File: config.mk
export PLATFORM = sky130hd
export DESIGN_NAME = rx_stat_bank
export DESIGN_NICKNAME = d
export VERILOG_FILES = /design/src/rtl/rx_stat_pkg.sv /design/src/rtl/rx_sat_ctr.sv /design/src/rtl/rx_size_class.sv /design/src/rtl/rx_stat_bank.sv
export SDC_FILE = /design/constraint.sdc
export NUM_CORES = 2
export LEC_CHECK = 0
export ABC_AREA = 1
export CORE_UTILIZATION = 40
export CTS_CLUSTER_SIZE = 30
export DETAILED_ROUTE_END_ITERATION = 6
export GPL_ROUTABILITY_DRIVEN = 0
export GPL_TIMING_DRIVEN = 1
export PLACE_DENSITY = 0.6
export SYNTH_ARGS = -nofsm -noshare
export SYNTH_HDL_FRONTEND = slang
export SYNTH_SLANG_ARGS = --single-unit
export TNS_END_PERCENT = 100
File: constraint.sdc
create_clock -name clk_i -period 3.96 [get_ports clk_i]
set_clock_uncertainty 0.1 [all_clocks]
set_input_delay 0.99 -clock clk_i [delete_from_list [all_inputs] [get_ports clk_i]]
set_output_delay 0.99 -clock clk_i [all_outputs]
set_load 0.005 [all_outputs]
File: src/rtl/rx_stat_pkg.sv
package rx_stat_pkg;
  localparam int NUM_BINS = 6;
  localparam int NUM_CTR  = 11;  // bins, total, good, bcast, mcast, oversize

  localparam int CI_TOT  = 6;
  localparam int CI_GOOD = 7;
  localparam int CI_BC   = 8;
  localparam int CI_MC   = 9;
  localparam int CI_OVR  = 10;

  localparam logic [1:0] CLS_MCAST = 2'b01;
  localparam logic [1:0] CLS_BCAST = 2'b10;

  localparam logic [3:0] RA_TOCT_LO = 4'd8;
  localparam logic [3:0] RA_TOCT_HI = 4'd9;
  localparam logic [3:0] RA_GOCT_LO = 4'd10;
  localparam logic [3:0] RA_GOCT_HI = 4'd11;
  localparam logic [3:0] RA_BC      = 4'd12;
  localparam logic [3:0] RA_MC      = 4'd13;
  localparam logic [3:0] RA_OVR     = 4'd14;
endpackage

File: src/rtl/rx_sat_ctr.sv
module rx_sat_ctr #(
  parameter int W     = 32,
  parameter int INC_W = 1
) (
  input  logic             clk_i,
  input  logic             rst_ni,
  input  logic             clr_i,
  input  logic             en_i,
  input  logic [INC_W-1:0] inc_i,
  output logic [W-1:0]     cnt_o
);
  logic [W-1:0] cnt_q;
  logic [W:0]   sum;

  assign sum   = {1'b0, cnt_q} + (W+1)'(inc_i);
  assign cnt_o = cnt_q;

  always_ff @(posedge clk_i or negedge rst_ni) begin
    if (!rst_ni)     cnt_q <= '0;
    else if (clr_i)  cnt_q <= '0;
    else if (en_i)   cnt_q <= sum[W] ? '1 : sum[W-1:0];
  end
endmodule

File: src/rtl/rx_size_class.sv
module rx_size_class #(
  parameter int LEN_W     = 16,
  parameter int STD_MAX   = 1522,
  parameter int JUMBO_MAX = 16384,
  parameter int NUM_BINS  = 6,
  parameter int BASE      = 64
) (
  input  logic [LEN_W-1:0]    len_i,
  input  logic                long_en_i,
  output logic                oversize_o,
  output logic [NUM_BINS-1:0] bin_o
);
  assign oversize_o = (len_i > LEN_W'(JUMBO_MAX)) ||
                      (!long_en_i && (len_i > LEN_W'(STD_MAX)));

  assign bin_o[0] = (len_i == LEN_W'(BASE));

  for (genvar k = 1; k < NUM_BINS; k++) begin : g_bin
    localparam int LO = (k == 1) ? BASE + 1 : (BASE / 2) << k;
    localparam int HI = (BASE << k) - 1;
    if (k == NUM_BINS - 1) begin : g_top
      assign bin_o[k] = (len_i >= LEN_W'(LO));
    end else begin : g_mid
      assign bin_o[k] = (len_i >= LEN_W'(LO)) && (len_i <= LEN_W'(HI));
    end
  end
endmodule

File: src/rtl/rx_stat_bank.sv
module rx_stat_bank
  import rx_stat_pkg::*;
#(
  parameter int LEN_W     = 16,
  parameter int CNT_W     = 32,
  parameter int OCT_W     = 64,
  parameter int STD_MAX   = 1522,
  parameter int JUMBO_MAX = 16384,
  parameter int FCS_BYTES = 4
) (
  input  logic             clk_i,
  input  logic             rst_ni,
  input  logic             clr_i,
  input  logic             frm_done_i,
  input  logic [LEN_W-1:0] frm_len_i,
  input  logic [1:0]       frm_class_i,
  input  logic             long_en_i,
  input  logic             keep_bad_i,
  input  logic [3:0]       rd_addr_i,
  output logic [31:0]      rd_data_o,
  output logic             drop_o
);
  localparam int INC_W = LEN_W + 1;

  logic                oversize;
  logic [NUM_BINS-1:0] bin_hit;
  logic                drop_now, accept;
  logic [NUM_CTR-1:0]  ctr_en;
  logic [INC_W-1:0]    oct_inc;
  logic [CNT_W-1:0]    cnt_q [NUM_CTR];
  logic [OCT_W-1:0]    oct_q [2];
  logic [31:0]         pkt_ext [NUM_CTR];
  logic [63:0]         oct_ext [2];

  rx_size_class #(
    .LEN_W(LEN_W), .STD_MAX(STD_MAX), .JUMBO_MAX(JUMBO_MAX), .NUM_BINS(NUM_BINS)
  ) u_cls (
    .len_i(frm_len_i), .long_en_i(long_en_i), .oversize_o(oversize), .bin_o(bin_hit)
  );

  assign drop_now = frm_done_i && oversize && !keep_bad_i;
  assign accept   = frm_done_i && !drop_now;
  assign oct_inc  = INC_W'(frm_len_i) + INC_W'(FCS_BYTES);

  always_comb begin
    ctr_en = '0;
    ctr_en[NUM_BINS-1:0] = accept ? bin_hit : '0;
    ctr_en[CI_TOT]  = accept;
    ctr_en[CI_GOOD] = accept;
    ctr_en[CI_BC]   = accept && (frm_class_i == CLS_BCAST);
    ctr_en[CI_MC]   = accept && (frm_class_i == CLS_MCAST);
    ctr_en[CI_OVR]  = drop_now;
  end

  for (genvar i = 0; i < NUM_CTR; i++) begin : g_pkt
    rx_sat_ctr #(.W(CNT_W), .INC_W(1)) u_ctr (
      .clk_i(clk_i), .rst_ni(rst_ni), .clr_i(clr_i), .en_i(ctr_en[i]),
      .inc_i(1'b1), .cnt_o(cnt_q[i])
    );
  end

  // index 0: total octets, 1: good octets
  for (genvar j = 0; j < 2; j++) begin : g_oct
    rx_sat_ctr #(.W(OCT_W), .INC_W(INC_W)) u_ctr (
      .clk_i(clk_i), .rst_ni(rst_ni), .clr_i(clr_i), .en_i(accept),
      .inc_i(oct_inc), .cnt_o(oct_q[j])
    );
  end

  always_ff @(posedge clk_i or negedge rst_ni) begin
    if (!rst_ni) drop_o <= 1'b0;
    else         drop_o <= drop_now;
  end

  always_comb begin
    for (int i = 0; i < NUM_CTR; i++) begin
      pkt_ext[i] = '0;
      pkt_ext[i][CNT_W-1:0] = cnt_q[i];
    end
    for (int j = 0; j < 2; j++) begin
      oct_ext[j] = '0;
      oct_ext[j][OCT_W-1:0] = oct_q[j];
    end
  end

  always_comb begin
    rd_data_o = '0;
    if (rd_addr_i < 4'(CI_BC)) rd_data_o = pkt_ext[rd_addr_i];
    else begin
      case (rd_addr_i)
        RA_TOCT_LO: rd_data_o = oct_ext[0][31:0];
        RA_TOCT_HI: rd_data_o = oct_ext[0][63:32];
        RA_GOCT_LO: rd_data_o = oct_ext[1][31:0];
        RA_GOCT_HI: rd_data_o = oct_ext[1][63:32];
        RA_BC:      rd_data_o = pkt_ext[CI_BC];
        RA_MC:      rd_data_o = pkt_ext[CI_MC];
        RA_OVR:     rd_data_o = pkt_ext[CI_OVR];
        default:    rd_data_o = '0;
      endcase
    end
  end
endmodule

==> summary.txt <==
via count - 46,100
Overflow after GRT - 0
CTS buffer count - 61
GRT Overall Usage - 33.3%
Starting Density - 40.6%
Synth Flop Type - dfrtp_1
max_cap viols - 0
Setup crit end kind - output pin
yosys warns - 0
Seq/Total Area, Yosys - 30.5%
die footprint - 99,800 um2
RSZ-0062 raised after global routing - true
drt initial violations - 6,137
FFs w/ async S/R, synth - 100%
nets@finish - 6,802
Setup CP Type - in -> out
drt drc - 21
clk_lat worst skew - 0.72 ns
fraction of layout cells with a size suffix above 1 - 11.4%
clock buffer depth - 3
TritonRoute pass-1 iters - 7
Syn Area/Cell - 6.15 um2
placed cell areas - 44,000 um2
Arr. time, crit path - 2.92 ns
CTS tree - done
hold_buf cts - 0
outcome - finished with violations
syn nets - 6,484
post-route setup slack - -0.0533 ns
Via density - 5.72
H-tree levels - 2
count of final setup violators - 13
hpwl dp - 131,000 um
number of global-route vias before repair - 41,300
maximum clock rate - 249 MHz
final hold vios - 0
antenna-violating nets left - 0
WL per Instance - 21.1 um
most frequent cells in the layout - nand2_1, inv_1, nand3_1, nor2_1, dfrtp_1
largest net degree at the start of global routing - 90
CTS sink count - 481
Period minus WS final - 4.01 ns
fin area - 47,800 um2
Placement Setup Slack - -0.977 ns
commonest non-fill, non-tap cell in the layout - nand2_1
Hold WC Path Type - in -> async
crit share post-route - 101%
initial antenna violation count - 4
Slew Limit Fails - 0
failing checks - design-rule violations, negative setup slack
Worst slew margin - 22.9%
row count - 114
io pins - 61
CORE AREA - 97,100 um2
Post-synth EDFFs - 0
Post-Syn Area - 39,400 um2
Post-Synthesis Cells - 6,406
CP startpoint kind - input pin
Yosys reg bits - 481
Routed WL - 170,000 um
distinct cell type count after synthesis - 51
Max VDD drop - 352 uV
clock-pin slew on the worst setup and hold paths - 0.07 ns
Die Y - 316 um
first-pass GRT wire length - 254,000 um
P&R area growth vs syn - 21.2%
PwrDens - 282 nW/um2
port bufs - 60
largest fanout on the critical path - 9
die width - 316 um
measured slew at the worst slew-check pin - 1.15 ns
Clock Tree Root - clkbuf_16
Worst Path Required - 2.87 ns
Pleak - 21.1 nW
## timing repair
action,4_1_cts,5_1_grt
setup buffers,20,13
pin swaps,46,17
resized for setup,247,83
cloned,4,3
endpoints found under the setup margin,32,144
## power breakdown
group | internal, W | switching, W
Combinational | 0.000806 | 0.00132
Sequential | 0.00500 | 0.000133
Clock | 0.00368 | 0.00255
## logic make-up (layout without fill, tap and decap cells)
family / Yosys count / after routing / share of synthesized area (%)
simple gates: 3857 / 3857 / 41.7
buf+inv: 1039 / 1410 / 10.7
compound gates: 802 / 802 / 11.5
flops: 481 / 481 / 30.5
xor+xnor: 177 / 177 / 3.93
fa+ha+maj: 50 / 50 / 1.63
other cells: 0 / 2 / 0
## per-stage QoR
step	TNS (ns)	util (%)	total power, W	hold slack, ns	instances
4_1_cts	-0.0260	48.6	0.0135	0.153	8039
5_1_grt	-0.236	49.2	0.0139	0.181	8053
3_3_place_gp	-103.23	45.3	0.00715	0.371	7902
2_1_floorplan	0	-	0.00615	0.349	6406
6_report	-0.217	49.2	0.0135	0.144	8055
3_5_place_dp	-105.64	45.3	0.00716	0.372	7902
## final timing paths
check / endpoint / slack [ns] / from / cells after the start
worst max-delay path: rd_data_o[8] / -0.05 / rd_addr_i[0] / 12
worst min register to register: g_pkt[7].u_ctr.cnt_o[17] / 0.40 / g_pkt[7].u_ctr.cnt_o[17] / 2
worst max register to register: g_pkt[4].u_ctr.cnt_o[7] / 0.98 / g_pkt[4].u_ctr.cnt_o[0] / 9
min in group clk_i: g_pkt[7].u_ctr.cnt_o[17] / 0.40 / g_pkt[7].u_ctr.cnt_o[17] / 2
worst min-delay path: g_oct[0].u_ctr.cnt_o[6] / 0.14 / rst_ni / 1
max in group asynchronous: g_pkt[6].u_ctr.cnt_o[16] / 2.58 / rst_ni / 2
## synthesized netlist by cell type, drive strengths merged (3+ instances only)
library cell / n / share of area, %
nand3: 797 / 10
clkbuf: 127 / 1.2
a31oi: 6 / 0.095
o21ai: 347 / 4.4
xnor2: 38 / 0.84
inv: 814 / 7.8
nand3b: 9 / 0.17
nand4: 106 / 1.7
nor3: 255 / 3.3
o211ai: 31 / 0.59
ha: 48 / 1.5
nand2: 2120 / 20
o22ai: 151 / 2.4
nor3b: 17 / 0.32
nor2: 501 / 4.8
o31ai: 3 / 0.057
a21oi: 205 / 2.6
a221oi: 19 / 0.42
o221ai: 10 / 0.22
dfrtp: 481 / 31
nor4: 23 / 0.42
o311ai: 26 / 0.58
buf: 97 / 1.7
or2: 26 / 0.41
xor2: 139 / 3.1
## flip-flops by register name, indices dropped and copies added, names as in the netlist
register	flops
g_oct.u_ctr.cnt_o	128
drop_o	1
g_pkt.u_ctr.cnt_o	352
## critical path: stages
cell	delay [ns]
buf_4	0.17
buf_6	0.15
nor2_4	0.19
buf_6	0.12
nand2_2	0.09
buf_12	0.16
buf_4	0.15
o221ai_2	0.27
nor3_1	0.08
buf_4	0.16
nand2_2	0.12
dlygate4sd2_1	0.25
## metal layers
metal	GRT usage (%)	wire, um	share of wire (%)	vias to the layer above
li1	-	-	-	21600
met1	45.9	70300	41	21400
met2	46.8	67900	40	2655
met3	10.1	22400	13	488
met4	16.3	9530	5.6	4
met5	0.237	51	0.030	-
## area by class of cell
class,count,area [um2]
clock inverter,32,438
sequential,481,12000
antenna,2,5.00
clock buffer,84,1780
timing repair buffer,479,4580
inverter,815,3080
fill,9939,49400
multi-input combinational,4886,24200
tap,1276,1600
Note: power is estimated with default switching activity, not from simulation.
